--- src/rtl/stereo_atten.sv ---
module stereo_atten #(
  parameter int DW     = 24,
  parameter int ZCOUNT = 1024
) (
  input  logic                 clk,
  input  logic                 rst_n,
  input  logic                 wr_en,
  input  logic [1:0]           wr_addr,
  input  logic [7:0]           wr_data,
  input  logic                 wr_upd,
  input  logic                 mute,
  input  logic                 pdn,
  input  logic                 in_valid,
  input  logic signed [DW-1:0] in_l,
  input  logic signed [DW-1:0] in_r,
  output logic                 out_valid,
  output logic signed [DW-1:0] out_l,
  output logic signed [DW-1:0] out_r,
  output logic                 zero_flag
);
  localparam int CW = 16;
  localparam int SH = CW - 1;
  localparam int PW = DW + CW + 1;
  localparam int ZW = $clog2(ZCOUNT + 1);
  localparam logic signed [PW-1:0] RND  = PW'(1) <<< (SH - 1);
  localparam logic signed [PW-1:0] MAXV = PW'((64'sd1 <<< (DW - 1)) - 1);
  localparam logic signed [PW-1:0] MINV = -(PW'(64'sd1 <<< (DW - 1)));

  function automatic logic [CW-1:0] coef_of(input logic [7:0] code);
    logic [7:0] d;
    logic [CW-1:0] b;
    d = 8'd255 - code;
    case (d % 8'd12)
      8'd0:    b = 16'd32768;
      8'd1:    b = 16'd30935;
      8'd2:    b = 16'd29205;
      8'd3:    b = 16'd27571;
      8'd4:    b = 16'd26029;
      8'd5:    b = 16'd24573;
      8'd6:    b = 16'd23198;
      8'd7:    b = 16'd21900;
      8'd8:    b = 16'd20675;
      8'd9:    b = 16'd19519;
      8'd10:   b = 16'd18427;
      default: b = 16'd17396;
    endcase
    coef_of = (code == 8'd0) ? '0 : (b >> (d / 8'd12));
  endfunction

  function automatic logic signed [DW-1:0] scale(input logic signed [DW-1:0] x,
                                                 input logic [CW-1:0] c);
    logic signed [PW-1:0] p;
    logic signed [PW-1:0] q;
    p = PW'(x) * $signed({1'b0, c});
    q = (p + RND) >>> SH;
    if (q > MAXV)      q = MAXV;
    else if (q < MINV) q = MINV;
    scale = q[DW-1:0];
  endfunction

  logic [7:0]    lat [2];
  logic [7:0]    act [2];
  logic [7:0]    eff [2];
  logic [ZW-1:0] zcnt [2];
  logic signed [DW-1:0] xin [2];
  logic pend, apply, silent;

  assign xin[0] = in_l;
  assign xin[1] = in_r;
  assign apply  = pend & in_valid;
  assign silent = mute | pdn;
  assign eff[0] = apply ? lat[0] : act[0];
  assign eff[1] = apply ? lat[1] : act[1];
  assign zero_flag = ((zcnt[0] == ZW'(ZCOUNT)) && (zcnt[1] == ZW'(ZCOUNT))) || silent;

  always_ff @(posedge clk) begin
    if (!rst_n) begin
      pend      <= 1'b0;
      out_valid <= 1'b0;
      out_l     <= '0;
      out_r     <= '0;
      for (int i = 0; i < 2; i++) begin
        lat[i]  <= 8'hFF;
        act[i]  <= 8'hFF;
        zcnt[i] <= '0;
      end
    end else begin
      if (apply) begin
        act[0] <= lat[0];
        act[1] <= lat[1];
      end
      if (wr_en && wr_addr != 2'd3) begin
        if (wr_addr != 2'd1) lat[0] <= wr_data;
        if (wr_addr != 2'd0) lat[1] <= wr_data;
      end
      if (wr_en && wr_addr != 2'd3 && wr_upd) pend <= 1'b1;
      else if (in_valid)                      pend <= 1'b0;
      out_valid <= in_valid;
      if (in_valid) begin
        out_l <= silent ? '0 : scale(in_l, coef_of(eff[0]));
        out_r <= silent ? '0 : scale(in_r, coef_of(eff[1]));
        for (int i = 0; i < 2; i++)
          if (xin[i] != '0)                  zcnt[i] <= '0;
          else if (zcnt[i] != ZW'(ZCOUNT))   zcnt[i] <= zcnt[i] + 1'b1;
      end
    end
  end
endmodule

--- config.mk ---
export PLATFORM = sky130hd
export DESIGN_NAME = stereo_atten
export DESIGN_NICKNAME = d
export VERILOG_FILES = /design/src/rtl/stereo_atten.sv
export SDC_FILE = /design/constraint.sdc
export NUM_CORES = 2
export LEC_CHECK = 0
export BUFFER_PORTS_ARGS = -buffer_cell sky130_fd_sc_hd__buf_2
export CAP_MARGIN = 20
export CORE_MARGIN = 8
export CORE_UTILIZATION = 25
export DETAILED_ROUTE_END_ITERATION = 10
export SLEW_MARGIN = 20
export SYNTH_ARGS = -nofsm -noshare
export SYNTH_HDL_FRONTEND = slang
export SYNTH_SLANG_ARGS = --single-unit
--- constraint.sdc ---
create_clock -name clk -period 15.6 [get_ports clk]
set_clock_uncertainty 0.2 [all_clocks]
set_input_delay 3.12 -clock clk [delete_from_list [all_inputs] [get_ports clk]]
set_output_delay 3.12 -clock clk [all_outputs]
set_load 0.01 [all_outputs]
==> metrics.cfg <==
[routing]
via_per_inst=4.613
drt_first_iter_violations=1777
wire_per_inst_um=16.97
detail_route.first_pass.iterations=6
drt_wl_total_mm=103.8
vias=28220
postRouteAntennaNets=0
route.detailed.drc=0

[worst_setup_path]
max_stage_delay_ns=0.89
cp-end-kind=register
r2r_cells=43
worstSetupStartpointType=input port
worst_r2r_endpoint=out_r[13]
r2r_start=pend
crit_arrival_ns=14.72
worstPathMaxFanout=23
critPathKind=input port to register
critPathSlowestCell=nor2b_2
crit_required_ns=15.68
r2r_slack_ns=3.01

[global_routing]
grt_pass1_vias=30220
grt-ovfl-total=0
grtUsageTotal_pct=13.21
grt_pass1_wl_mm=168.4
grt_max_degree=49
grt_antenna_before_repair=7

[logic_synthesis]
yosysMostFrequentCell=inv_1
synthesis.nets=5265
syn_area_um2=36900
synth_area_per_cell_um2=8.798
yosysUniqueCellTypes=108
ys_warn_count=0
yosys-top-cells-count=inv_1 (972), fa_1 (752), nand2_1 (457)
synthFlopType=edfxtp_1
ys_seq_elements=104
yosysSeqAreaShare_pct=7.107
synth_area_leaders=fa_1 (41%), inv_1 (9.9%), ha_1 (8.6%)
syn_inst=4194
synth-edff-count=54
async_flop_share_pct=0
synth_largest_area_cell=fa_1
synth_top_cell_area_share_pct=40.80

[min_path]
holdPathStages=2
hold_class=register to register
min_from=out_l[9]
hold_end=out_l[9]

[clock_network]
clock-sinks=104
clk_latency_ns=0.40
post_cts_buffers=0
htreeDepth=3
clk_path_buf_depth=2
cts_made_buffers=9
cts_resized=0
ctsRootBufferMaster=clkbuf_16
cts_tree=built
path_clk_slew_ns=0.08
hold_buffers=0

[sta]
hold_slack_ns=0.2868
rsz0062_at_grt=no
finalSetupTns_ns=0
finalMaxSlewViolations=0
setup_viol=0
timing.fmax_mhz=68.31
slew_headroom_pct=28.97
worstMarginPinSlew_ns=1.061
period_minus_slack_ns=14.64
finalCritPeriodShare_pct=93.84
hold_viol=0
worst_slack_ns=0.9608

[floorplanning]
dieArea_um2=160100
die_x_um=400.2
coreArea_um2=147100
num_rows=141
ios=115
die_y_um=400.2
start_util_pct=25.08

[layout]
drive_gt1_share_pct=7.192
area_growth_pct=7.928
layout.nets=5251
fin_area_um2=39820

[placement]
placed_area_um2=39530
gp_congestion=0.8808
io_buffers=114
place_hpwl_mm=83.69
pre_cts_slack_ns=0.7273

[status]
status=finished clean

[flow_run]
max-cap-violations=0

sequential cells by signal, indices dropped and copies added (netlist names):
| register | cells |
|---|---|
| pend | 1 |
| zcnt | 22 |
| out_l | 24 |
| act | 16 |
| lat | 16 |
| out_valid | 1 |
| out_r | 24 |
cell families (layout without fill, tap and decap cells):
| kind of cell | count (synthesis) | in the layout | share of synthesized area, % |
|---|---|---|---|
| simple gates | 1274 | 1274 | 17.63 |
| buf+inv | 1178 | 1169 | 12.37 |
| fa+ha+maj | 1007 | 1007 | 49.44 |
| compound gates | 498 | 498 | 10.12 |
| flops | 104 | 104 | 7.108 |
| xor+xnor | 100 | 100 | 2.394 |
| mux | 33 | 33 | 0.9393 |
| other cells | 0 | 2 | 0 |
through the flow:
stage	utilization, %	cells
after floorplan	-	4194
after global placement	26.86	6099
after detailed placement	26.86	6099
after CTS	27.06	6115
after global routing	27.06	6116
final	27.07	6117
final cells by class:
class | count | area (µm²)
antenna | 2 | 5.005
clock inverter | 6 | 62.56
sequential | 104 | 2623
timing repair buffer | 178 | 1064
multi-input combinational | 2912 | 29770
fill | 15850 | 107300
inverter | 975 | 3660
clock buffer | 10 | 229.0
tap | 1930 | 2415
cells in the final DEF (no fill, tap or decap), types with 50 or more instances in the layout:
cell type / synthesis / routed
inv_1: 972 / 972
fa_1: 752 / 752
nand2_1: 457 / 457
ha_1: 254 / 254
and2_1: 246 / 246
nor2b_1: 170 / 168
nor2_1: 132 / 132
buf_2: 8 / 114
a21oi_1: 109 / 107
o21ai_0: 66 / 64
buf_4: 7 / 63
xnor2_1: 57 / 57
edfxtp_1: 54 / 54
nand3_1: 52 / 52
and3_1: 50 / 50
dfxtp_1: 50 / 50
worst max-delay path: cells and delay by family:
kind | cells | cell delay, ns
XOR/XNOR | 1 | 0.21
AND/OR/NAND/NOR | 11 | 2.86
adder cells (fa/ha/maj) | 8 | 2.97
buffers and inverters | 8 | 1.19
multiplexers | 1 | 0.27
AO/OA/AOI/OAI | 14 | 4.05
how the worst max path moves through the flow:
stage             start         to  slack [ns]  cells past startpoint
6_report       in_valid  out_r[13]        0.96                     43
5_1_grt        in_valid  out_r[20]        0.36                     45
4_1_cts        in_valid  out_r[13]        1.03                     43
3_5_place_dp   in_valid  out_r[19]        0.73                     43
3_3_place_gp   in_valid   out_r[1]        0.90                     43
2_1_floorplan  in_valid   out_r[0]        1.70                     43
metal layers:
metal	wire (µm)	vias to the layer above	track usage, %	share of wire [%]
met4	2511	4	3.281	2.4
met1	44330	14470	17.11	43
met5	21	-	0	0.020
met2	50970	740	22.76	49
li1	-	12860	-	-
met3	5974	138	2.394	5.8
Power is left out: the tool's default activity adds up to more than one toggle a clock period on the data nets, which glitch-free logic cannot reach.
